--- config.mk ---
export PLATFORM = sky130hd
export DESIGN_NAME = char_pixel_serializer
export DESIGN_NICKNAME = d
export VERILOG_FILES = /design/src/rtl/cps_pkg.sv /design/src/rtl/cps_phase_gen.sv /design/src/rtl/cps_piso.sv /design/src/rtl/cps_lvl_mux.sv /design/src/rtl/char_pixel_serializer.sv
export SDC_FILE = /design/constraint.sdc
export NUM_CORES = 1
export LEC_CHECK = 0
export BUFFER_PORTS_ARGS = -buffer_cell sky130_fd_sc_hd__buf_2
export CAP_MARGIN = 20
export CORE_AREA = 3 3 40 42
export DETAILED_ROUTE_END_ITERATION = 10
export DIE_AREA = 0 0 43 45
export MAX_ROUTING_LAYER = met4
export PLACE_DENSITY = 0.57
export SLEW_MARGIN = 30
export SYNTH_ARGS = -nofsm -noshare
export SYNTH_HDL_FRONTEND = slang
export SYNTH_HIERARCHICAL = 1
export SYNTH_SLANG_ARGS = --single-unit
--- constraint.sdc ---
create_clock -name clk -period 1.3 [get_ports clk]
set_input_delay 0.065 -clock clk [delete_from_list [all_inputs] [get_ports clk]]
set_output_delay 0.065 -clock clk [all_outputs]
set_load 0.01 [all_outputs]
--- src/rtl/cps_pkg.sv ---
package cps_pkg;

    typedef enum logic [1:0] {
        LVL_SYNC  = 2'b00,
        LVL_BLACK = 2'b01,
        LVL_WHITE = 2'b10,
        LVL_RSVD  = 2'b11
    } lvl_e;

endpackage

--- src/rtl/cps_phase_gen.sv ---
module cps_phase_gen #(
    parameter int PIX_W = 8
) (
    input  logic clk,
    input  logic rst,
    output logic load_n,
    output logic byte_req,
    output logic cpu_clk
);
    localparam int PH_W = $clog2(PIX_W);
    localparam logic [PH_W-1:0] PH_ONE = 1;

    typedef struct packed {
        logic run;
    } pos_t;

    pos_t pos_d, pos_q;
    logic [PH_W-1:0] ph_d, ph_q;

    always_comb begin
        pos_d.run = !rst;
        ph_d      = pos_q.run ? (ph_q + PH_ONE) : '0;
    end

    always_ff @(posedge clk) begin
        pos_q <= pos_d;
    end

    // the phase advances on the falling edge, so the strobes are steady at rising edges
    always_ff @(negedge clk) begin
        ph_q <= ph_d;
    end

    assign load_n   = |ph_q;
    assign byte_req = &ph_q;
    assign cpu_clk  = ph_q[PH_W-1];

    // every load edge after the first is preceded by a request edge
    assert_req_before_load_R6: assert property (@(posedge clk) disable iff (rst)
        (!load_n && !$past(rst) && $past(pos_q.run)) |-> $past(byte_req))
        else $error("R6 load without preceding request");

    // processor clock low on load edges, high on request edges
    assert_cpu_low_at_load_R7: assert property (@(posedge clk) disable iff (rst)
        !load_n |-> !cpu_clk)
        else $error("R7 cpu clock high at load");
    assert_cpu_high_at_req_R7: assert property (@(posedge clk) disable iff (rst)
        byte_req |-> cpu_clk)
        else $error("R7 cpu clock low at request");

endmodule

--- src/rtl/cps_piso.sv ---
module cps_piso #(
    parameter int PIX_W = 8
) (
    input  logic             clk,
    input  logic             rst,
    input  logic             load_n,
    input  logic [PIX_W-1:0] pat_i,
    output logic             pix_raw
);
    typedef struct packed {
        logic [PIX_W-1:0] sr;
    } st_t;

    st_t st_d, st_q;

    always_comb begin
        st_d = st_q;
        if (rst) begin
            st_d.sr = '0;
        end else if (!load_n) begin
            st_d.sr = pat_i;
        end else begin
            st_d.sr = {st_q.sr[PIX_W-2:0], 1'b0};
        end
    end

    always_ff @(posedge clk) begin
        st_q <= st_d;
    end

    assign pix_raw = st_q.sr[PIX_W-1];

    // a load edge captures the pattern input
    assert_load_capture_R4: assert property (@(posedge clk) disable iff (rst)
        (!$past(rst) && !$past(load_n)) |-> (st_q.sr == $past(pat_i)))
        else $error("R4 pattern not captured");

    // other edges shift toward the MSB
    assert_shift_msb_first_R5: assert property (@(posedge clk) disable iff (rst)
        (!$past(rst) && $past(load_n)) |-> (st_q.sr == {$past(st_q.sr[PIX_W-2:0]), 1'b0}))
        else $error("R5 shift mismatch");

endmodule

--- src/rtl/cps_lvl_mux.sv ---
module cps_lvl_mux
    import cps_pkg::*;
(
    input  logic       pix_raw,
    input  logic       sync_i,
    output logic       pix,
    output lvl_e       lvl
);
    always_comb begin
        pix = pix_raw && !sync_i;
        if (sync_i) begin
            lvl = LVL_SYNC;
        end else if (pix_raw) begin
            lvl = LVL_WHITE;
        end else begin
            lvl = LVL_BLACK;
        end
    end
endmodule

--- src/rtl/char_pixel_serializer.sv ---
module char_pixel_serializer
    import cps_pkg::*;
#(
    parameter int PIX_W = 8
) (
    input  logic             clk,
    input  logic             rst,
    input  logic [PIX_W-1:0] pat_i,
    input  logic             sync_i,
    output logic             load_n_o,
    output logic             byte_req_o,
    output logic             cpu_clk_o,
    output logic             pix_o,
    output logic [1:0]       lvl_o
);
    logic pix_raw;
    lvl_e lvl;

    cps_phase_gen #(.PIX_W(PIX_W)) u_phase (
        .clk      (clk),
        .rst      (rst),
        .load_n   (load_n_o),
        .byte_req (byte_req_o),
        .cpu_clk  (cpu_clk_o)
    );

    cps_piso #(.PIX_W(PIX_W)) u_piso (
        .clk     (clk),
        .rst     (rst),
        .load_n  (load_n_o),
        .pat_i   (pat_i),
        .pix_raw (pix_raw)
    );

    cps_lvl_mux u_lvl (
        .pix_raw (pix_raw),
        .sync_i  (sync_i),
        .pix     (pix_o),
        .lvl     (lvl)
    );

    assign lvl_o = lvl;

    // sync dominates the level and blanks the pixel
    assert_blank_sync_R8: assert property (@(posedge clk) disable iff (rst)
        sync_i |-> (lvl_o == 2'b00 && !pix_o))
        else $error("R8 sync not dominant");

endmodule

==> parameters.txt, run 1 <==
Parameter                              Value

Status
  Status    complete, but fails checks
  Violations in the final reports    setup timing

Power and ir drop
  Leakage component of the power    around 0.35 nW
  Areal power density over the cells    1260 nW/um^2
  Maximum VDD drop    542 uV

Route
  Drt wl/cell    8.74 microns
  Count of antenna-violating nets left after detailed routing    0
  DRT Wirelength    708 microns
  Post-DR vias/cell    4.51
  Total iterations of the first detailed-routing run    1
  Detailed-route via count    365
  Post-detailed-route DRC marker count    0
  Number of design-rule violations left by the first detailed-router iteration    0

Cells and area
  Ratio of cells with drive above 1 in the final layout    0.545
  Post-layout net count    81
  Area growth from synthesis to layout    50.5%
  Post-layout utilization of the core    0.545
  Antenna fix cells    0
  Post-route cell area    701 sq um

Synthesis
  Seq cells post-synth    12
  Asr flop ratio synth    0
  Top cell type's share of synthesized area    0.516
  Leading post-synthesis cells by cell area    sky130_fd_sc_hd__dfxtp_1, sky130_fd_sc_hd__mux2i_1, sky130_fd_sc_hd__ha_1
  Part of the Yosys area used for sequential elements    0.516
  Arithmetic-cell share of the synthesized area counting full adders, half adders and majority gates    0.0806
  Cell count after synthesis    43
  Post-Synthesis Cell Area    465 sq um
  Synth cell types    13
  List of most frequent post-synthesis cells    sky130_fd_sc_hd__dfxtp_1, sky130_fd_sc_hd__nor2_1, sky130_fd_sc_hd__mux2i_1
  Post-synth top area cell    sky130_fd_sc_hd__dfxtp_1
  Primary flip-flop cell chosen by synthesis mapping    sky130_fd_sc_hd__dfxtp_1
  Net count after synthesis    between 50 and 60
  Simple logic cell fraction of the synthesized area    0.169
  Most common cell in the synthesized netlist    sky130_fd_sc_hd__dfxtp_1
  Main combinational cell family by area after synthesis    simple AND/OR/NAND/NOR gates
  Number of warnings reported in the yosys synthesis log    6
  Post-synthesis xor/xnor area fraction    0
  Number of enable flip-flop cells after synthesis    0
  Portion of netlist area occupied by mux cells    0.151
  Compound-gate portion of the synthesized area    0
  Syn_area_per_cell    10.8 sq um

Floorplan
  Full die area    1940 sq um
  Number of rows created at floorplan    13
  Core Region    ~1300 sq um
  Die W    43 microns
  Starting density of the core    0.362
  Number of primary I/O pins    17
  Vertical die dimension    45 microns

Worst setup path
  Peak fanout along the critical path    2
  Critical path capture point type    output port
  Length in cells of the worst reg-to-reg path    6
  Worst path required time    1240 ps
  Critical path arrival    1810 ps
  Kind of launch point of the worst setup path    flop
  CP Class    flop to output port
  Setup slack of the worst register-to-register path    -520 ps

Timing
  Final worst clock skew    ~58 ps
  Slew Viols, Final    0
  Worst hold slack after final layout    20.3 ps
  Relative slew margins    0.902
  Worst-Margin Slew    142 ps
  Final hold viol count    0
  Final setup vio count    11
  Setup slack after layout    -576 ps
  Setup repair after global routing missed its margin    true

Flow run
  Number of max-capacitance violations reported    0

GRT
  Residual overflow from global routing    0
  Gr usage total    0.0991
  Via count of the first global-routing pass    between 300 and 400
  Antenna violations before repair    0
  Global-route wire length before repair    1360 microns
  Largest net degree at the start of global routing    10

Clock tree
  Number of buffers on the longest clock path    2
  Clock H-tree levels    1
  Cts hold-fix bufs    0
  CTS buffer count    3
  CTS clock-pin slew for the worst setup and hold paths    80 ps
  Number of clock sinks    12
  Clk Tree Root Cell    sky130_fd_sc_hd__clkbuf_4
  Clock tree from TritonCTS    built
  Worst-skew pair later-pin latency    ~320 ps

Placed design
  Placed wire-length estimate    549 microns
  RePlAce Congestion    0.580
  Post-DP Area    579 sq um
  Number of buffer cells added on primary ports    16

Worst hold path
  Worst min-delay path class    input pin to flop
  Worst Hold Path Cells    3
-- where the power goes --
group / switching [mW] / leakage [nW] / internal [mW] / total (mW)
logic: 0.0714 / 0.214 / 0.106 / 0.177
registers: 0.0134 / 0.100 / 0.401 / 0.414
clock network: 0.141 / 0.0344 / 0.152 / 0.293
total: 0.226 / 0.348 / 0.658 / 0.884
-- kinds of logic (layout without fill, tap and decap cells) --
group | Yosys count | count (layout)
buffers and inverters | 7 | 30
adders and majority gates | 3 | 3
DFF | 12 | 12
muxes | 7 | 7
and+or+nand+nor | 14 | 14
-- what timing repair did --
item	4_1_cts	5_1_grt
setup endpoints to repair	11	11
pin swaps	0	1
buffers inserted	2	0
resized for setup	8	3
cloned	0	0
-- flip-flops by register name (all words and copies together), names as in the netlist --
signal	count
u_piso/st_q	8
u_phase/ph_q	3
u_phase/pos_q	1
-- critical path, cell delays in order, from the launching register on --
cell,delay [ps]
sky130_fd_sc_hd__dfxtp_2,320
sky130_fd_sc_hd__buf_6,120
sky130_fd_sc_hd__ha_4,150
sky130_fd_sc_hd__ha_4,140
sky130_fd_sc_hd__buf_6,110
-- placed cells by master (no fill, tap or decap) --
cell type,n
sky130_fd_sc_hd__and2_1,2
sky130_fd_sc_hd__buf_12,1
sky130_fd_sc_hd__buf_2,13
sky130_fd_sc_hd__buf_4,1
sky130_fd_sc_hd__buf_6,5
sky130_fd_sc_hd__clkbuf_4,4
sky130_fd_sc_hd__dfxtp_1,9
sky130_fd_sc_hd__dfxtp_2,3
sky130_fd_sc_hd__ha_4,3
sky130_fd_sc_hd__inv_1,4
sky130_fd_sc_hd__inv_2,2
sky130_fd_sc_hd__mux2i_1,7
sky130_fd_sc_hd__nand2b_4,1
sky130_fd_sc_hd__nor2_1,8
sky130_fd_sc_hd__nor2b_2,1
sky130_fd_sc_hd__nor2b_4,1
sky130_fd_sc_hd__nor3b_2,1
-- metal layers --
metal  GRT usage  up-vias  part of all wire
met2       0.153       14              0.48
met4      0.0904        0             0.024
met1       0.100      169              0.40
met3      0.0319        2             0.097
met5           -        -                 0
li1            -      180                 -
-- per-stage QoR --
stage / worst slack, ps / std cells / TNS [ps] / power, mW
after detailed placement: -412 / 73 / -3630 / 0.576
after CTS: -585 / 81 / -5570 / 0.891
after floorplan: -444 / 43 / -3500 / 0.543
after global routing: -615 / 81 / -5920 / 0.950
after global placement: -410 / 73 / -3520 / 0.574
final: -576 / 81 / -5180 / 0.884
-- cell type report --
class / count / area (sq um)
tap: 15 / 18.8
clock inverter: 3 / 11.3
multi-input combinational: 24 / 236
sequential: 12 / 244
clock buffer: 4 / 30.0
fill: 129 / 584
inverter: 3 / 11.3
timing repair buffer: 20 / 149
-- final timing paths --
kind	from	end
min	pat_i[5]	u_piso/st_q[5]
max	u_phase/ph_q[0]	byte_req_o
min reg2reg	u_piso/st_q[4]	u_piso/st_q[5]
max reg2reg	u_phase/ph_q[1]	u_piso/st_q[6]
(Power assumes the default switching activity.)
==> run 2, diff against run 1 <==
==> constraint.sdc (replaced) <==
create_clock -name clk -period 1.3 [get_ports clk]
set_input_delay 0.065 -clock clk [delete_from_list [all_inputs] [get_ports clk]]
set_output_delay 0.065 -clock clk [all_outputs]
set_load 0.02 [all_outputs]
==> run 2 against run 1 <==
  * The run still ends with setup timing left
  * Largest cell class unchanged
  * Non-clock buffer count is 2 higher
  * Register-to-register slack worse by 30 ps
  * Power is 1.3% higher
  * Hold slack better by 5.4 ps
  * Highest routed layer unchanged
  * Routed wire length is 35% higher
  * Critical path depth is 2 higher
  * Cell area is 2.0% higher
==> parameters.txt, run 2 (synthesis results as in run 1) <==
Parameter                              Value

Worst hold path
  Hold Startpoint    pat_i[0]
  Worst min-delay path class    input pin to flop

Worst setup path
  Worst path required time    1470 ps (+230 ps)
  Peak fanout along the critical path    7 (+5)
  Critical Path Slowest Stage Cell    sky130_fd_sc_hd__dfxtp_2
  CP Class    flop to flop
  Reg-to-reg startpoint    u_phase/ph_q[1]
  Crit path cell chain    inv_2 -> ha_4 -> nand2b_4 -> buf_12 -> mux2i_1 -> nor2_1
  Kind of launch point of the worst setup path    flop
  Biggest cell delay along the critical path    350 ps (+30 ps)
  Critical path capture point type    flop
  Timing startpoint of the critical path    u_phase/ph_q[1]
  Critical path arrival    2010 ps (+200 ps)

Timing
  Final worst clock skew    60.0 ps (+1.86 ps)
  Worst-Margin Slew    150 ps (+7.84 ps)
  TNS Setup    -5380 ps (-204 ps)
  Setup slack after layout    -547 ps (+29.7 ps)
  Final setup vio count    11 (unchanged)
  Relative slew margins    0.897 (-0.00537)
  Final hold viol count    0 (unchanged)
  Setup repair after global routing missed its margin    true
  Slew Viols, Final    0 (unchanged)
  Worst hold slack after final layout    25.7 ps (+5.35 ps)

Cells and area
  Top reg by flops    u_piso/st_q
  Ratio of cells with drive above 1 in the final layout    0.559 (+0.0134)
  Post-layout utilization of the core    0.556 (+0.0107)
  Max reg flops    8 (unchanged)
  Registers with the most flip-flops    u_piso/st_q x8, u_phase/ph_q x3, u_phase/pos_q x1
  Antenna fix cells    0 (unchanged)
  Most common cell after layout, fill and taps aside    sky130_fd_sc_hd__buf_2
  Top library cells by usage in the layout, fill and taps aside    sky130_fd_sc_hd__buf_2, sky130_fd_sc_hd__dfxtp_1, sky130_fd_sc_hd__nor2_1
  Area growth from synthesis to layout    53.5%
  Post-layout net count    83 (+2.5%)

Floorplan
  Number of primary I/O pins    17 (unchanged)
  Vertical die dimension    45 microns (unchanged)
  Starting density of the core    0.362 (unchanged)
  Die W    43 microns (unchanged)
  Number of rows created at floorplan    13 (unchanged)
  Full die area    1940 sq um (unchanged)
  Core Region    1280 sq um (unchanged)

Status
  Violations in the final reports    setup timing
  Status    complete, but fails checks

Route
  DRT Wirelength    958 microns (+35%)
  Post-DR vias/cell    4.29 (-4.8%)
  Drt wl/cell    11.5 microns (+32%)
  Detailed-route via count    356 (-2.5%)
  Post-detailed-route DRC marker count    0 (unchanged)
  Total iterations of the first detailed-routing run    4 (+3)
  Number of design-rule violations left by the first detailed-router iteration    7 (+7)
  Count of antenna-violating nets left after detailed routing    0 (unchanged)

Clock tree
  Clock H-tree levels    1 (unchanged)
  CTS clock-pin slew for the worst setup and hold paths    80 ps (about the same)
  Worst-skew pair later-pin latency    320 ps (about the same)
  Clk Tree Root Cell    sky130_fd_sc_hd__clkbuf_4
  Number of clock sinks    12 (unchanged)
  Number of buffers on the longest clock path    2 (unchanged)
  CTS buffer count    3 (unchanged)
  Clock tree from TritonCTS    built

GRT
  Global-route wire length before repair    1540 microns (+13%)
  Largest net degree at the start of global routing    10 (unchanged)
  Gr usage total    0.118 (+0.0191)
  Via count of the first global-routing pass    371 (-1.1%)
  Residual overflow from global routing    0 (unchanged)
  Antenna violations before repair    0 (unchanged)

Placed design
  Post-placement setup slack    -414 ps (-2.28 ps)
  RePlAce Congestion    0.593 (+2.2%)
  Number of buffer cells added on primary ports    16 (unchanged)
  Placed wire-length estimate    570 microns (+3.8%)

Power and ir drop
  Leakage component of the power    0.352 nW (+0.95%)
  Areal power density over the cells    1250 nW/um^2 (-0.70%)
  Maximum VDD drop    592 uV (+9.2%)
  Power Total    0.895 mW (+1.3%)

Flow run
  Number of max-capacitance violations reported    0 (unchanged)
[run 2: final cells by class]
cell class              count  area, sq um
flip-flops and latches     12          246
clock inverters             3         11.3
repair buffers             22          160
clock buffers               4         26.3
multi-input cells          24          240
fillers                   124          571
inverters                   3         11.3
well taps                  15         18.8
[run 2: per-layer routing]
| layer | vias to the layer above | global-route usage | wire length (microns) |
|---|---|---|---|
| met5 | - | - | 0 |
| met2 | 14 | 0.204 | 513 |
| li1 | 184 | - | - |
| met3 | 2 | 0.0478 | 64 |
| met4 | 0 | 0.0723 | 10 |
| met1 | 156 | 0.110 | 369 |
[run 2: path summary, 6_finish.rpt]
kind                         end  slack [ps]  cells past startpoint
setup / recovery  u_piso/st_q[7]        -550                      6
setup reg to reg  u_piso/st_q[7]        -550                      6
hold / removal    u_piso/st_q[0]          30                      2
hold reg to reg   u_piso/st_q[4]         480                      2
[run 2: repair_timing]
action                     CTS  global route
setup endpoints to repair   11            11
setup buffers                4             0
pin swaps                    3             5
resized for setup           12             2
hold buffers                 0             0
[run 2: stage by stage]
step | instance area, sq um | instances
after floorplan | 490 | 43
after global placement | 581 | 73
after detailed placement | 581 | 73
after CTS | 708 | 83
after global routing | 714 | 83
final | 714 | 83
[run 2: power by group]
part           switching [mW]  leakage (nW)  total, mW  internal, mW
clock                   0.143        0.0310      0.274         0.131
combinational          0.0861         0.220      0.204         0.118
sequential             0.0172         0.101      0.417         0.400
[run 2: critical path, delay by kind of cell (launching register included)]
kind	cells	cell delay [ps]
flops	1	350
mux	1	200
buf+inv	2	180
fa+ha+maj	1	160
simple gates	2	150
==> run 3, diff against run 2 <==
CORE_AREA = 3 3 49 51   (was 3 3 40 42)
DIE_AREA = 0 0 52 54   (was 0 0 43 45)
PLACE_DENSITY = 0.4   (was 0.57)
==> run 3 against run 2 <==
  * The flow still finishes with violations (setup timing)
  * Highest routed layer unchanged
  * Critical path depth down 2
  * Cell area grew 3.7%
  * First-iteration DRC count shrank 57%
  * Clock power up 6%
  * Clock skew decreased by 3.0 ps
  * Core utilization decreased by 18 points
  * Die area increased by 45%
  * Critical path type is now flop to output port
==> parameters.txt, run 3 (synthesis results as in run 1) <==
Parameter                              Value

Cells and area
  Most common cell after layout, fill and taps aside    sky130_fd_sc_hd__buf_2
  Antenna fix cells    0 (unchanged)
  Ratio of cells with drive above 1 in the final layout    0.565 (+0.00639)
  Top library cells by usage in the layout, fill and taps aside    sky130_fd_sc_hd__buf_2, sky130_fd_sc_hd__buf_6, sky130_fd_sc_hd__dfxtp_1
  Area growth from synthesis to layout    59.1%
  Post-layout net count    84 (+1.2%)
  Registers with the most flip-flops    u_piso/st_q x8, u_phase/ph_q x3, u_phase/pos_q x1
  Filler cell count    214 (+73%)
  Top reg by flops    u_piso/st_q
  Max reg flops    8 (unchanged)

Placed design
  Post-placement setup slack    -412 ps (+1.54 ps)
  Number of buffer cells added on primary ports    16 (unchanged)
  RePlAce Congestion    0.570 (-3.8%)

Route
  Detailed-route via count    353 (-0.84%)
  Number of design-rule violations left by the first detailed-router iteration    3 (-4)
  Drt wl/cell    8.44 microns (-27%)
  Count of antenna-violating nets left after detailed routing    0 (unchanged)
  Post-DR vias/cell    3.68 (-14%)
  DRT Wirelength    810 microns (-15%)
  Total iterations of the first detailed-routing run    4 (unchanged)
  Post-detailed-route DRC marker count    0 (unchanged)

Timing
  Worst-Margin Slew    134 ps (-16.0 ps)
  Setup slack after layout    -580 ps (-33.6 ps)
  Final worst clock skew    57.0 ps (-3.02 ps)
  Relative slew margins    0.908 (+0.0110)
  Slew Viols, Final    0 (unchanged)
  Worst hold slack after final layout    27.6 ps (+1.95 ps)
  Final hold viol count    0 (unchanged)
  Final setup vio count    11 (unchanged)
  Setup repair after global routing missed its margin    true

Floorplan
  Number of primary I/O pins    17 (unchanged)
  Core Region    1980 sq um (+54%)
  Starting density of the core    0.235 (-0.127)
  Vertical die dimension    54 microns (+20%)
  Die W    52 microns (+21%)
  Number of rows created at floorplan    16 (+3)
  Full die area    2810 sq um (+45%)

GRT
  Residual overflow from global routing    0 (unchanged)
  Global-route wire length before repair    1460 microns (-4.9%)
  Antenna violations before repair    0 (unchanged)
  Via count of the first global-routing pass    368 (-0.81%)
  Largest net degree at the start of global routing    10 (unchanged)
  Gr usage total    0.0772 (-0.0410)

Worst setup path
  Length in cells of the worst reg-to-reg path    6 (unchanged)
  Reg-to-reg startpoint    u_phase/ph_q[1]
  Worst path required time    1240 ps (-230 ps)
  Critical Path Slowest Stage Cell    sky130_fd_sc_hd__dfxtp_2
  Critical path arrival    1820 ps (-190 ps)
  Critical path capture point type    output port
  Crit path cell chain    buf_6 -> ha_4 -> ha_4 -> buf_6
  Kind of launch point of the worst setup path    flop
  Peak fanout along the critical path    2 (-5)
  Setup slack of the worst register-to-register path    -500 ps (+50 ps)
  Biggest cell delay along the critical path    320 ps (-30 ps)
  CP Class    flop to output port
  Capture point of the worst reg-to-reg path    u_piso/st_q[7]

Clock tree
  Number of buffers on the longest clock path    2 (unchanged)
  Clock tree from TritonCTS    built
  Number of clock sinks    12 (unchanged)
  Clock H-tree levels    1 (unchanged)
  Clk Tree Root Cell    sky130_fd_sc_hd__clkbuf_4
  CTS buffer count    3 (unchanged)
  Worst-skew pair later-pin latency    320 ps (about the same)
  CTS clock-pin slew for the worst setup and hold paths    80 ps (about the same)

Worst hold path
  Worst hold path endpoint    u_piso/st_q[5]
  Worst Hold Path Cells    3 (+1)
  Hold Startpoint    pat_i[5]
  Worst min-delay path class    input pin to flop

Power and ir drop
  Power Total    0.913 mW (+2.0%)
  Leakage component of the power    0.363 nW (+3.3%)
  Areal power density over the cells    1230 nW/um^2 (-1.6%)
  Maximum VDD drop    400 uV (-33%)

Status
  Status    complete, but fails checks
  Violations in the final reports    setup timing

Flow run
  Number of max-capacitance violations reported    0 (unchanged)
[run 3: cell types whose count changed in the layout (fill, tap and decap cells not counted), sizes merged]
cell / change
buf: +1
[run 3: where the power goes]
| part | leakage, nW | internal (mW) | switching, mW |
|---|---|---|---|
| logic | 0.229 | 0.122 | 0.0864 |
| registers | 0.100 | 0.401 | 0.0133 |
| clock network | 0.0344 | 0.152 | 0.140 |
[run 3: metrics by stage]
step	area, sq um	instances	setup TNS [ps]	util
floorplan	490	43	-3760	-
global placement	603	86	-3770	0.304
detailed placement	603	86	-3860	0.304
CTS	723	97	-5730	0.365
global route	741	96	-6040	0.374
finish	741	96	-5170	0.374
[run 3: worst max path at each step]
stage,from,to,cells past startpoint
floorplan,u_phase/ph_q[0],u_piso/st_q[1],6
global placement,u_phase/ph_q[1],u_piso/st_q[1],5
detailed placement,u_phase/ph_q[1],u_piso/st_q[1],5
CTS,u_phase/ph_q[0],byte_req_o,4
global route,u_phase/ph_q[0],byte_req_o,4
finish,u_phase/ph_q[0],byte_req_o,4
[run 3: layer usage]
metal / vias up / GRT usage / wire length [microns]
met4: 0 / 0.0786 / 10
met3: 2 / 0.0166 / 64
li1: 185 / - / -
met1: 154 / 0.0880 / 360
met2: 12 / 0.109 / 375
met5: - / - / 0
[run 3: timing repair]
| action | 4_1_cts | 5_1_grt |
|---|---|---|
| pin swaps | 0 | 4 |
| setup endpoints to repair | 11 | 11 |
| buffers inserted | 5 | 0 |
| hold buffers | 0 | 0 |
| gates resized for setup | 10 | 7 |
[run 3: worst max-delay path: cells and delay by family, from the launching register on]
family,cells,cell delay [ps]
flops,1,320
buf+inv,2,230
fa+ha+maj,2,300
[run 3: final cells by class]
type / instances / area, sq um / share of cell area
inverters: 3 / 11.3 / 0.0152
well taps: 27 / 33.8 / 0.0456
clock inverters: 3 / 11.3 / 0.0152
clock buffers: 4 / 30.0 / 0.0405
repair buffers: 23 / 174 / 0.235
multi-input cells: 24 / 236 / 0.319
flip-flops and latches: 12 / 244 / 0.329
